===== config.mk =====
export PLATFORM = sky130hd
export DESIGN_NAME = timebase_counter
export DESIGN_NICKNAME = d
export VERILOG_FILES = /design/src/rtl/tbc_pkg.sv /design/src/rtl/tbc_div8.sv /design/src/rtl/tbc_src_sel.sv /design/src/rtl/tbc_prescale.sv /design/src/rtl/timebase_counter.sv
export SDC_FILE = /design/constraint.sdc
export NUM_CORES = 1
export LEC_CHECK = 0
export BUFFER_PORTS_ARGS = -buffer_cell sky130_fd_sc_hd__buf_2
export CAP_MARGIN = 20
export CELL_PAD_IN_SITES_DETAIL_PLACEMENT = 1
export CELL_PAD_IN_SITES_GLOBAL_PLACEMENT = 2
export CORE_MARGIN = 1
export CORE_UTILIZATION = 28
export CTS_BUF_LIST = sky130_fd_sc_hd__clkbuf_8
export DETAILED_ROUTE_END_ITERATION = 7
export PLACE_DENSITY_LB_ADDON = 0.1
export REMOVE_ABC_BUFFERS = 1
export SYNTH_ARGS = -nofsm -noshare
export SYNTH_HDL_FRONTEND = slang
export SYNTH_SLANG_ARGS = --single-unit

===== constraint.sdc =====
create_clock -name clk -period 2.1 [get_ports clk]
set_input_delay 0 -clock clk [delete_from_list [all_inputs] [get_ports clk]]
set_output_delay 0 -clock clk [all_outputs]
set_load 0.01 [all_outputs]

===== src/rtl/tbc_pkg.sv =====
package tbc_pkg;
  typedef enum logic [2:0] {
    MODE_GATED  = 3'd0,
    MODE_RISE   = 3'd1,
    MODE_FALL   = 3'd2,
    MODE_BOTH   = 3'd3,
    MODE_CLK8   = 3'd4,
    MODE_CLIENT = 3'd5
  } tb_mode_e;
endpackage


===== src/rtl/tbc_div8.sv =====
module tbc_div8 #(
  parameter int DIV_W = 3
) (
  input  logic clk,
  input  logic rst_n,
  input  logic run,
  input  logic restart,
  output logic tick_o
);
  logic [DIV_W-1:0] ph_q, ph_d;
  logic             ph_en;

  always_comb begin
    ph_en = 1'b1;
    if (!run || restart) ph_d = '0;
    else                 ph_d = ph_q + 1'b1;
  end

  always_ff @(posedge clk or negedge rst_n) begin
    if (!rst_n)     ph_q <= '0;
    else if (ph_en) ph_q <= ph_d;
  end

  assign tick_o = run && (ph_q == {DIV_W{1'b1}});
endmodule


===== src/rtl/tbc_src_sel.sv =====
module tbc_src_sel
  import tbc_pkg::*;
(
  input  logic     clk,
  input  logic     rst_n,
  input  tb_mode_e mode,
  input  logic     run,
  input  logic     ext_in,
  input  logic     tick8,
  output logic     src_o
);
  logic ext_q;
  logic rise, fall;

  always_ff @(posedge clk or negedge rst_n) begin
    if (!rst_n) ext_q <= 1'b0;
    else        ext_q <= ext_in;
  end

  assign rise = ext_in && !ext_q;
  assign fall = !ext_in && ext_q;

  always_comb begin
    unique case (mode)
      MODE_GATED:  src_o = tick8 && ext_in;
      MODE_RISE:   src_o = rise;
      MODE_FALL:   src_o = fall;
      MODE_BOTH:   src_o = rise || fall;
      MODE_CLK8:   src_o = tick8;
      default:     src_o = 1'b0;
    endcase
    src_o = src_o && run;
  end
endmodule


===== src/rtl/tbc_prescale.sv =====
module tbc_prescale #(
  parameter int PRE_W = 6
) (
  input  logic             clk,
  input  logic             rst_n,
  input  logic             run,
  input  logic             src,
  input  logic [PRE_W-1:0] ratio_in,
  output logic             inc_o
);
  logic [PRE_W-1:0] cnt_q, cnt_d;
  logic [PRE_W-1:0] ratio_q, ratio_d;
  logic             upd_en;
  logic             hit;

  assign hit = src && (cnt_q == ratio_q);

  always_comb begin
    upd_en  = 1'b0;
    cnt_d   = cnt_q;
    ratio_d = ratio_q;
    if (!run) begin
      upd_en  = 1'b1;
      cnt_d   = '0;
      ratio_d = ratio_in;
    end else if (src) begin
      upd_en = 1'b1;
      if (hit) begin
        cnt_d   = '0;
        ratio_d = ratio_in;
      end else begin
        cnt_d = cnt_q + 1'b1;
      end
    end
  end

  always_ff @(posedge clk or negedge rst_n) begin
    if (!rst_n) begin
      cnt_q   <= '0;
      ratio_q <= '0;
    end else if (upd_en) begin
      cnt_q   <= cnt_d;
      ratio_q <= ratio_d;
    end
  end

  assign inc_o = run && hit;
endmodule


===== src/rtl/timebase_counter.sv =====
module timebase_counter
  import tbc_pkg::*;
#(
  parameter int CNT_W = 24,
  parameter int PRE_W = 6,
  parameter int DIV_W = 3
) (
  input  logic             clk,
  input  logic             rst_n,
  input  logic             gbl_en,
  input  logic [2:0]       mode_sel,
  input  logic [PRE_W-1:0] pre_sel,
  input  logic             ext_in,
  input  logic [CNT_W-1:0] bus_val,
  input  logic             wr_en,
  input  logic [CNT_W-1:0] wr_data,
  output logic [CNT_W-1:0] count_o,
  output logic [CNT_W-1:0] host_count_o
);
  logic       rst_meta_q, rst_sync_n;
  tb_mode_e   mode;
  logic       client;
  logic       wr_acc;
  logic       tick8, src, inc;
  logic [CNT_W-1:0] cnt_q, cnt_d, host_q;
  logic             cnt_en;

  // asynchronous assertion, synchronous release
  always_ff @(posedge clk or negedge rst_n) begin
    if (!rst_n) begin
      rst_meta_q <= 1'b0;
      rst_sync_n <= 1'b0;
    end else begin
      rst_meta_q <= 1'b1;
      rst_sync_n <= rst_meta_q;
    end
  end

  assign mode   = tb_mode_e'(mode_sel);
  assign client = (mode == MODE_CLIENT);
  assign wr_acc = wr_en && !client;

  tbc_div8 #(.DIV_W(DIV_W)) u_div8 (
    .clk     (clk),
    .rst_n   (rst_sync_n),
    .run     (gbl_en),
    .restart (wr_acc),
    .tick_o  (tick8)
  );

  tbc_src_sel u_src (
    .clk    (clk),
    .rst_n  (rst_sync_n),
    .mode   (mode),
    .run    (gbl_en),
    .ext_in (ext_in),
    .tick8  (tick8),
    .src_o  (src)
  );

  tbc_prescale #(.PRE_W(PRE_W)) u_pre (
    .clk      (clk),
    .rst_n    (rst_sync_n),
    .run      (gbl_en),
    .src      (src),
    .ratio_in (pre_sel),
    .inc_o    (inc)
  );

  always_comb begin
    cnt_en = 1'b1;
    cnt_d  = cnt_q;
    if (client)      cnt_d = bus_val;
    else if (wr_acc) cnt_d = wr_data;
    else if (inc)    cnt_d = cnt_q + 1'b1;
    else             cnt_en = 1'b0;
  end

  always_ff @(posedge clk or negedge rst_sync_n) begin
    if (!rst_sync_n) begin
      cnt_q  <= '0;
      host_q <= '0;
    end else begin
      if (cnt_en) cnt_q <= cnt_d;
      host_q <= cnt_q;
    end
  end

  assign count_o      = cnt_q;
  assign host_count_o = host_q;
endmodule


---- After elaboration in Yosys (flattened, before gate mapping) ----
Index checks and enable logic that the tools add are counted.
storage, ports and cells
  bits in registers ....................... 66
  bits of input ports ..................... 62
  output and inout bits ................... 48
  logic and storage cells ................. 55
operators by class
  add/sub/neg operators ................... 3
  equality and inequality tests ........... 9
  multiplexer cells ....................... 16
  reduce and logical (&&, ||, !) cells .... 19
operator list
  cell                     count
  $mux W24                 3
  $mux W6                  6
  $add A24 B1 Y24 const B  1
  $eq A3 B3 Y1 const B     3
  $logic_and A1 B1 Y1      8
  $add A6 B1 Y6 const B    1
  $eq A3 B2 Y1 const B     2
  $eq A6 B6 Y1             1
  $mux W1                  5
  $pmux W1 S5              1
  $logic_not A1 Y1         4
  $ne A2 B1 Y1 const B     2
  $reduce_and A2 Y1        2
  $add A3 B1 Y3 const B    1
  $eq A3 B1 Y1 const B     1
  $logic_not A3 Y1         1
  $mux W3                  1
  $reduce_and A3 Y1        1
  $reduce_bool A3 Y1       1
  $logic_or A1 B1 Y1       2

---- Depth between registers and ports, before layout ----
Gate-level depths: netlist of the first run.
  word-level depth ........................ 11
  gate-level depth with buffers ........... 9
  gate-level depth less buffers ........... 8

---- Modules after synthesis ----
From an unflattened synthesis of the first run, not the netlist that was laid out.
second synthesis, totals
  cells, all modules ...................... 348
  area, all modules ....................... 3,583.4 um^2
by module, submodules not included
  module            instances  cells each  area an instance (um^2)  sequential area each (um^2)
  timebase_counter  1          271         2,692.6                  1,251.2
  tbc_prescale      1          55          641.9                    300.3
  tbc_div8          1          9           136.4                    75.1
  tbc_src_sel       1          13          112.6                    25.0

---- Worst setup path before layout of the first run ----
No wires, ideal clock.
  path type ............................... register -> register
  start point ............................. reg u_src.ext_q
  end point ............................... reg u_pre.ratio_q[0]
  library setup time ...................... 0.125 ns
  arrival ................................. 1.809 ns
  slack ................................... 0.166 ns
  stages on the path, launching flop included .. 8
  path buffers ............................ 0
  period minus slack after synthesis ...... 1.934 ns
  cell sequence ........................... dfrtp_1 inv_1 ha_1 or2_2 a41oi_2 nand3_1 nand2_1 mux2_2
on the way
  word-level cells in the longest chain between the ends .. 8
RTL lines
  element                                                   RTL line                                text
  start: declaration                                        tbc_src_sel.sv:12                       logic ext_q;
  start signal: assignment                                  tbc_src_sel.sv:17                       else ext_q <= ext_in;
  $logic_not A1 Y1                                          tbc_src_sel.sv:20                       assign rise = ext_in && !ext_q;
  $logic_and A1 B1 Y1                                       tbc_src_sel.sv:20
  $logic_or A1 B1 Y1                                        tbc_src_sel.sv:28                       MODE_BOTH: src_o = rise || fall;
  $pmux W1 S5 (*)                                           tbc_src_sel.sv:24                       unique case (mode)
  $logic_and A1 B1 Y1 (*)                                   tbc_src_sel.sv:32                       src_o = src_o && run;
  $logic_and A1 B1 Y1 or $mux W1 (tied branches)            tbc_prescale.sv:16, tbc_prescale.sv:26
  $ne A2 B1 Y1 (no source line) or $mux W1 (tied branches)  -
  $reduce_and A3 Y1 (no source line) (*)                    -
  end signal: assignment                                    tbc_prescale.sv:43                      ratio_q <= ratio_d;
  end: declaration                                          tbc_prescale.sv:12                      logic [PRE_W-1:0] ratio_q, ratio_d;
Every way passes the cells marked *; elsewhere a longest branch is shown, timed or not.
A chain may end at the register's enable or synchronous reset.

---- Worst setup path in the final report of the first run ----
  start point ............................. reg u_src.ext_q
  end point ............................... reg cnt_q[5], in the netlist count_o[5]
on the way
  word-level cells in the longest chain between the ends .. 11
RTL lines
  element                                 RTL line                text
  $logic_not A1 Y1                        tbc_src_sel.sv:20
  $logic_and A1 B1 Y1                     tbc_src_sel.sv:20
  $logic_or A1 B1 Y1                      tbc_src_sel.sv:28
  $pmux W1 S5 (*)                         tbc_src_sel.sv:24
  $logic_and A1 B1 Y1 (*)                 tbc_src_sel.sv:32
  $logic_and A1 B1 Y1 (*)                 tbc_prescale.sv:16      assign hit = src && (cnt_q == ratio_q);
  $logic_and A1 B1 Y1 (*)                 tbc_prescale.sv:47      assign inc_o = run && hit;
  $mux W1                                 timebase_counter.sv:75  else if (inc) cnt_d = cnt_q + 1'b1;
  $mux W1                                 timebase_counter.sv:74  else if (wr_acc) cnt_d = wr_data;
  $mux W1                                 timebase_counter.sv:73  if (client) cnt_d = bus_val;
  $reduce_and A2 Y1 (no source line) (*)  -
  end signal: assignment                  timebase_counter.sv:84  if (cnt_en) cnt_q <= cnt_d;
  end: declaration                        timebase_counter.sv:25  logic [CNT_W-1:0] cnt_q, cnt_d, host_q;
Marked as above.

==> summary.md, run 1 <==
| Metric | Value |
|---|---|
| GRT Total Usage | `18.7%` |
| TritonRoute pass-1 iters | `4` |
| Layout Utilization | `41.4%` |
| CTS sink count | `66` |
| Sequential-to-total area share from yosys stat | `50.0%` |
| Post-DR wirelength/cell | `16.7 um` |
| Port-buffer cells | `109` |
| Crit path time final | `2.01 ns` |
| Worst Path Class, Setup | `reg -> reg` |
| Final Hold Fails | `0` |
| Residual overflow from global routing | `0` |
| Synth unique cells | `52` |
| Pwr Density | `714 mW/mm^2` |
| Routed vias/inst | `4.95` |
| DIE AREA | `0.0122 sq mm` |
| Remaining antenna violation count after routing | `0` |
| Tcrit/Tclk final | `95.9%` |
| Final net count | `574` |
| Ant diodes | `0` |
| Clk_lat worst skew | `0.35 ns` |
| Final setup viols | `0` |
| Outcome | `finished, final reports clean` |
| CTS Buf Count | `9` |
| Die W | `111 um` |
| Routability cong. | `0.753` |
| Layout cell share with drive strength beyond 1 | `34.8%` |
| Largest net degree at the start of global routing | `65` |
| Fmax | `497 MHz` |
| RSZ-0062 raised after global routing | `false` |
| Total wire length | `10900 um` |
| CP required | `2.32 ns` |
| Critical-path maximum fanout | `7` |
| Power, Total | `3.39 mW` |
| Post-DP HPWL | `7820 um` |
| Pins Over Slew Limit | `0` |
| First-pass GRT wire length | `18000 um` |
| Clock Skews | `0.0124 ns` |
| Syn Inst Count | `340` |
| Crit start category | `register` |
| Synth Warn # | `0` |
| # Max-Cap Violations | `0` |
| Antenna violations before repair | `0` |
| Pleak | `2.27 nW` |
| Worst EP arrival | `2.24 ns` |
| Worst vdd ir | `343 uV` |
| Setup crit end kind | `register` |
| Reg clk slew, reported paths | `0.08 ns` |
| Die Ht | `111 um` |
| Largest buffer count on any clock path | `2` |
| Row cnt | `39` |
| Number of global-route vias before repair | `3449` |
| Flops & latches, synth | `66` |
| H-tree depth | `3` |
| Ports | `110` |
| DRC marker count from the first detailed-route iteration | `81` |
| Area Overhead vs Synth | `43.8%` |
| Initial Util | `28.8%` |
| Root Buffer | `clkbuf_8` |
| Tightest Hold Check Type | `in -> reg` |
| Syn_area_per_cell | `9.71 sq um` |
| Total number of vias | `3235` |
| # DRC | `0` |
| CTS tree | `yes` |
| Core area | `0.0115 sq mm` |
| Synthesized area | `0.00330 sq mm` |
## state kept, by name (all words and copies together), names as in the netlist
register	flops
count_o	24
host_count_o	24
u_pre.cnt_q	6
u_pre.ratio_q	6
u_div8.ph_q	3
rst_meta_q	1
rst_sync_n	1
u_src.ext_q	1
## stage by stage
stage | worst slack [ns] | TNS [ns] | hold slack, ns | std cells | instance area (sq um)
after global routing | 0.00272 | 0 | 0.0561 | 654 | 4750
after detailed placement | -0.0258 | -0.127 | -0.210 | 604 | 4180
after floorplan | 0.126 | 0 | -0.296 | 326 | 3230
after CTS | 0.0304 | 0 | 0.00863 | 654 | 4720
final | 0.0866 | 0 | 0.0229 | 654 | 4750
after global placement | 0.0282 | 0 | -0.215 | 604 | 4180
## metal layers
metal  up-vias  GRT usage [%]  share of wire, %
met5         -              0                 0
met2        75           30.8                47
met3        11           4.01               4.2
met1      1588           24.8                47
met4         0           4.89               1.2
li1       1561              -                 -
## synth_stat cells, drive strengths merged
cell / count / area, sq um
conb: 1 / 3.75
o211ai: 4 / 30.0
or3: 2 / 12.5
a221oi: 2 / 17.5
a221o: 1 / 10.0
a2111oi: 1 / 27.5
o22ai: 2 / 12.5
a41oi: 1 / 16.3
and3: 16 / 100
a211o: 2 / 26.3
a21oi: 41 / 209
nand2: 40 / 153
and4bb: 1 / 12.5
o2111ai: 1 / 15.0
buf: 4 / 35.0
o21ai: 35 / 186
nor2b: 1 / 6.26
xor2: 2 / 17.5
nand3: 18 / 90.1
a31oi: 2 / 12.5
or2: 2 / 12.5
a21o: 4 / 30.0
clkbuf: 10 / 37.5
nand4: 2 / 18.8
nand3b: 1 / 7.51
o31ai: 6 / 45.0
ha: 6 / 75.1
dfrtp: 66 / 1650
nand2b: 4 / 25.0
nor3: 2 / 10.0
mux2i: 2 / 20.0
inv: 8 / 30.0
and2: 3 / 21.3
nor4: 2 / 12.5
nor2: 21 / 78.8
and4: 3 / 26.3
mux2: 6 / 67.6
a2bb2oi: 1 / 15.0
xnor2: 6 / 52.6
o311ai: 5 / 43.8
a211oi: 3 / 27.5
## what timing repair did
action | in CTS | in global routing
endpoints found under the hold margin | 31 | 0
setup buffers | 1 | 0
pin swaps | 1 | 2
gates resized for setup | 2 | 8
endpoints found under the setup margin | 8 | 16
hold buffers | 33 | 0
## power by group
part	internal, mW	total (mW)	switching, mW
registers	1.43	1.55	0.123
logic	0.360	0.768	0.408
clock network	0.551	1.07	0.520
total	2.34	3.39	1.05
## kinds of logic (layout without fill, tap and decap cells)
| kind of cell | Yosys count | after routing | share of synthesized area (%) |
|---|---|---|---|
| AO/OA/AOI/OAI | 111 | 111 | 21.9 |
| XOR/XNOR | 8 | 8 | 2.12 |
| adder cells (fa/ha/maj) | 6 | 6 | 2.27 |
| buffers and inverters | 22 | 193 | 3.11 |
| flip-flops | 66 | 66 | 50.0 |
| multiplexers | 8 | 8 | 2.65 |
| other | 1 | 1 | 0.114 |
| AND/OR/NAND/NOR | 118 | 118 | 17.8 |
## layout make-up
class,instances,area [sq um]
clock buffers,13,179
clock inverters,3,13.8
fillers,1370,6720
inverters,8,30.0
multi-input cells,252,1580
flip-flops and latches,66,1650
well taps,143,179
repair buffers,169,1110
## worst max-delay path, cell delays in order (launching register included)
cell     delay [ns]
dfrtp_1        0.39
ha_1           0.29
nand2_2        0.10
a41oi_4        0.17
a211o_4        0.42
buf_4          0.17
o31ai_2        0.24
a21oi_1        0.09
## worst paths after layout
check                                         to  depth (start not counted)         from  slack (ns)
worst min register to register  host_count_o[18]                          1   rst_sync_n        0.30
worst min-delay path                  count_o[0]                          4   wr_data[0]        0.02
worst max-delay path                  count_o[5]                          7  u_src.ext_q        0.09
worst max register to register        count_o[5]                          7  u_src.ext_q        0.09
max in group asynchronous             rst_sync_n                          3        rst_n        1.44
min in group asynchronous       host_count_o[18]                          1   rst_sync_n        0.30
## cells in the final DEF, fill, tap and decap left out, types with 6 or more instances in the layout
master	n
ha_1	6
dlygate4sd3_1	33
mux2_2	6
buf_4	23
and3_1	16
buf_2	109
nor2_1	20
xnor2_1	6
inv_1	9
dfrtp_1	65
nand2_1	37
a21oi_1	40
o21ai_0	31
clkbuf_8	13
nand3_1	18
Note: power is estimated with default switching activity, not from simulation.
==> run 2: changes to the inputs <==
--- a/config.mk
+++ b/config.mk
@@ -10,11 +10,12 @@
 export CELL_PAD_IN_SITES_DETAIL_PLACEMENT = 1
 export CELL_PAD_IN_SITES_GLOBAL_PLACEMENT = 2
 export CORE_MARGIN = 1
-export CORE_UTILIZATION = 28
+export CORE_UTILIZATION = 29
 export CTS_BUF_LIST = sky130_fd_sc_hd__clkbuf_8
 export DETAILED_ROUTE_END_ITERATION = 7
 export PLACE_DENSITY_LB_ADDON = 0.1
 export REMOVE_ABC_BUFFERS = 1
 export SYNTH_ARGS = -nofsm -noshare
 export SYNTH_HDL_FRONTEND = slang
+export SYNTH_HIERARCHICAL = 1
 export SYNTH_SLANG_ARGS = --single-unit
==> run 2 against run 1 <==
Effect of this change: the flow now finishes with violations (setup timing); power increased by 0.47%; register-to-register slack worse by 0.51 ns; combinational power down 1%; final cell count grew 4.0%; largest cell class is now multi-input combinational cells.
==> summary.md, run 2 <==
| Metric | Value |
|---|---|
| Post-DR wirelength/cell | `17.6 um (+5.2%)` |
| # Max-Cap Violations | `0 (unchanged)` |
| Antenna violations before repair | `0 (unchanged)` |
| Commonest non-fill, non-tap cell in the layout | `buf_2` |
| CTS tree | `yes` |
| RSZ-0062 raised after global routing | `true` |
| GRT Total Usage | `19.7% (+1.1 points)` |
| Residual overflow from global routing | `0 (unchanged)` |
| Post-DP HPWL | `8410 um (+7.5%)` |
| # DRC | `0 (unchanged)` |
| Largest cells by area after synthesis | `dfrtp_1, nand2_1, nor2_1` |
| Area Overhead vs Synth | `48.4%` |
| Dpl cell area | `0.00454 sq mm (+8.6%)` |
| Synth Warn # | `6 (+6)` |
| Row cnt | `40 (+2.6%)` |
| Routability cong. | `0.778 (+3.3%)` |
| Pins Over Slew Limit | `0 (unchanged)` |
| Clk_lat worst skew | `0.36 ns (about the same)` |
| Total number of vias | `3535 (+9.3%)` |
| Worst vdd ir | `232 uV (-33%)` |
| Core area | `0.0120 sq mm (+4.7%)` |
| Final net count | `596 (+3.8%)` |
| DIE AREA | `0.0128 sq mm (+4.7%)` |
| Sequential-to-total area share from yosys stat | `46.1% (-3.9 points)` |
| Routed vias/inst | `5.20 (+5.1%)` |
| Crit path time final | `2.52 ns (+0.509 ns)` |
| Post-synth top flop | `dfrtp_1` |
| Worst Path Class, Setup | `reg -> reg` |
| Design Area, Final | `0.00532 sq mm (+12%)` |
| H-tree depth | `3 (unchanged)` |
| Tightest Pin Transition | `0.555 ns` |
| Pleak | `2.58 nW (+14%)` |
| Post-synth top cells | `dfrtp_1, nand2_1, nor2_1` |
| Syn_area_per_cell | `10.3 sq um (+6.0%)` |
| Ant diodes | `0 (unchanged)` |
| Clock Skews | `0.00944 ns (-0.00295 ns)` |
| Cell Chain, Critical Path | `ha_2 > nand2_2 > a21boi_2 > o41ai_2 > nand4_2 > nor4_2 > buf_4 > nand3_4 > nor4_4 > mux2i_1 > o311ai_1` |
| Tcrit/Tclk final | `120% (+24 points)` |
| Synth unique cells | `68 (+31%)` |
| Root Buffer | `clkbuf_8` |
| Dpl ws | `-0.505 ns (-0.479 ns)` |
| Largest net degree at the start of global routing | `65 (unchanged)` |
| Tightest Hold Check Type | `in -> reg` |
| Final TNS setup | `-9.70 ns (-9.70 ns)` |
| Commonest non-fill, non-tap cells in the layout | `buf_2, dfrtp_1, buf_4` |
| Largest buffer count on any clock path | `2 (unchanged)` |
| Number of global-route vias before repair | `3640 (+5.5%)` |
| Final setup viols | `35 (+35)` |
| DRC marker count from the first detailed-route iteration | `96 (+19%)` |
| Port-buffer cells | `109 (unchanged)` |
| Largest area contributor in the netlist | `dfrtp_1` |
| Die W | `113 um (+2.3%)` |
| Synthesized area | `0.00358 sq mm (+8.5%)` |
| Initial Util | `29.8% (+1.0 points)` |
| Top-count cell post-synth | `dfrtp_1` |
| First-pass GRT wire length | `19200 um (+6.7%)` |
| Remaining antenna violation count after routing | `0 (unchanged)` |
| CTS sink count | `66 (unchanged)` |
| Flops & latches, synth | `66 (unchanged)` |
| Crit start category | `register` |
| Largest stage delay, worst path | `0.40 ns (-0.02 ns)` |
| Critical-path maximum fanout | `4 (-3)` |
| Syn Inst Count | `348 (+2.4%)` |
| Slowest-stage cell, CP | `dfrtp_1` |
| Slew margin rel. | `62.9%` |
| Setup crit end kind | `register` |
| Final worst setup slack | `-0.423 ns (-0.509 ns)` |
| Failing checks | `setup timing` |
| Pwr Density | `640 mW/mm^2 (-10%)` |
| TritonRoute pass-1 iters | `4 (unchanged)` |
| CTS Buf Count | `9 (unchanged)` |
| Ports | `110 (unchanged)` |
| Fmax | `396 MHz (-20%)` |
| Asr flop ratio synth | `100% (unchanged)` |
| Worst EP arrival | `2.75 ns (+0.51 ns)` |
| EDFF count, synth | `0 (unchanged)` |
| Total wire length | `12000 um (+9.4%)` |
| Die Ht | `113 um (+2.3%)` |
| Post-synth top area share | `46.1% (-3.9 points)` |
| Layout cell share with drive strength beyond 1 | `43.0% (+8.1 points)` |
| Final Hold Fails | `0 (unchanged)` |
| Reg clk slew, reported paths | `0.07 ns (about the same)` |
| Outcome | `finished, violations left` |
| CP required | `2.33 ns (about the same)` |
[run 2: cell types whose count changed in the layout (fill, tap and decap cells not counted), sizes merged, moves of 6 or more]
cell,previous run,this run
buf,136,158
a21oi,41,13
o21ai,35,7
a31oi,2,9
nor2b,1,7
dlygate4sd3,33,25
inv,9,17
nand2,40,33
nor3,2,8
nor4,2,8
nand4,2,9
and3,16,9
[run 2: path summary, 6_finish.rpt]
check                      slack (ns)  cells past startpoint              to        start
max                             -0.42                     11     count_o[13]  u_src/ext_q
min                              0.02                      4     count_o[14]  wr_data[14]
max reg2reg                     -0.42                     11     count_o[13]  u_src/ext_q
min reg2reg                      0.29                      1  u_pre/cnt_q[4]   rst_sync_n
max in group asynchronous        1.48                      3      rst_sync_n        rst_n
min in group asynchronous        0.29                      1  u_pre/cnt_q[4]   rst_sync_n
[run 2: layer usage]
metal / GRT usage (%) / wire [um]
met3: 4.71 / 609
met4: 6.32 / 161
met1: 25.7 / 5450
met5: 0 / 0
met2: 32.3 / 5730
[run 2: kinds of logic after synthesis]
family | share of synthesized area (%)
adder cells (fa/ha/maj) | 2.09
multiplexers | 3.95
buffers and inverters | 3.91
XOR/XNOR | 3.14
other | 0.105
AO/OA/AOI/OAI | 16.5
AND/OR/NAND/NOR | 24.2
flip-flops | 46.1
[run 2: layout make-up]
type / count / area, sq um
fill: 1398 / 6690
multi-input combinational: 254 / 2010
sequential: 66 / 1650
timing repair buffer: 183 / 1220
tap: 147 / 184
clock buffer: 11 / 151
clock inverter: 5 / 46.3
inverter: 14 / 52.6
[run 2: where the power goes]
group | internal, mW | switching (mW) | total, mW | leakage (nW)
logic | 0.370 | 0.387 | 0.757 | 1.64
clock network | 0.599 | 0.511 | 1.11 | 0.113
registers | 1.40 | 0.136 | 1.54 | 0.829
[run 2: repair_timing]
| action | in CTS | in global routing |
|---|---|---|
| resized for setup | 35 | 22 |
| pin swaps | 13 | 11 |
| hold buffers | 25 | 0 |
| cloned | 0 | 0 |
| hold endpoints to repair | 23 | 0 |
| buffers inserted | 10 | 6 |
| setup endpoints to repair | 32 | 36 |
[run 2: worst max-delay path: cells and delay by family, from the launching register on]
family	cells	cell delay, ns
DFF	1	0.40
buffers and inverters	1	0.19
and+or+nand+nor	5	0.89
AOI/OAI and AO/OA	3	0.43
adders and majority gates	1	0.27
muxes	1	0.22
[run 2: stage by stage]
stage                     hold slack [ns]  util, %  std cells  power, mW
after floorplan                    -0.296        -        334       1.86
after global placement             -0.215     37.8        629       2.21
after detailed placement           -0.211     37.8        629       2.23
after CTS                         0.00283     43.4        680       3.43
after global routing               0.0149     44.3        680       3.60
final                              0.0176     44.3        680       3.40
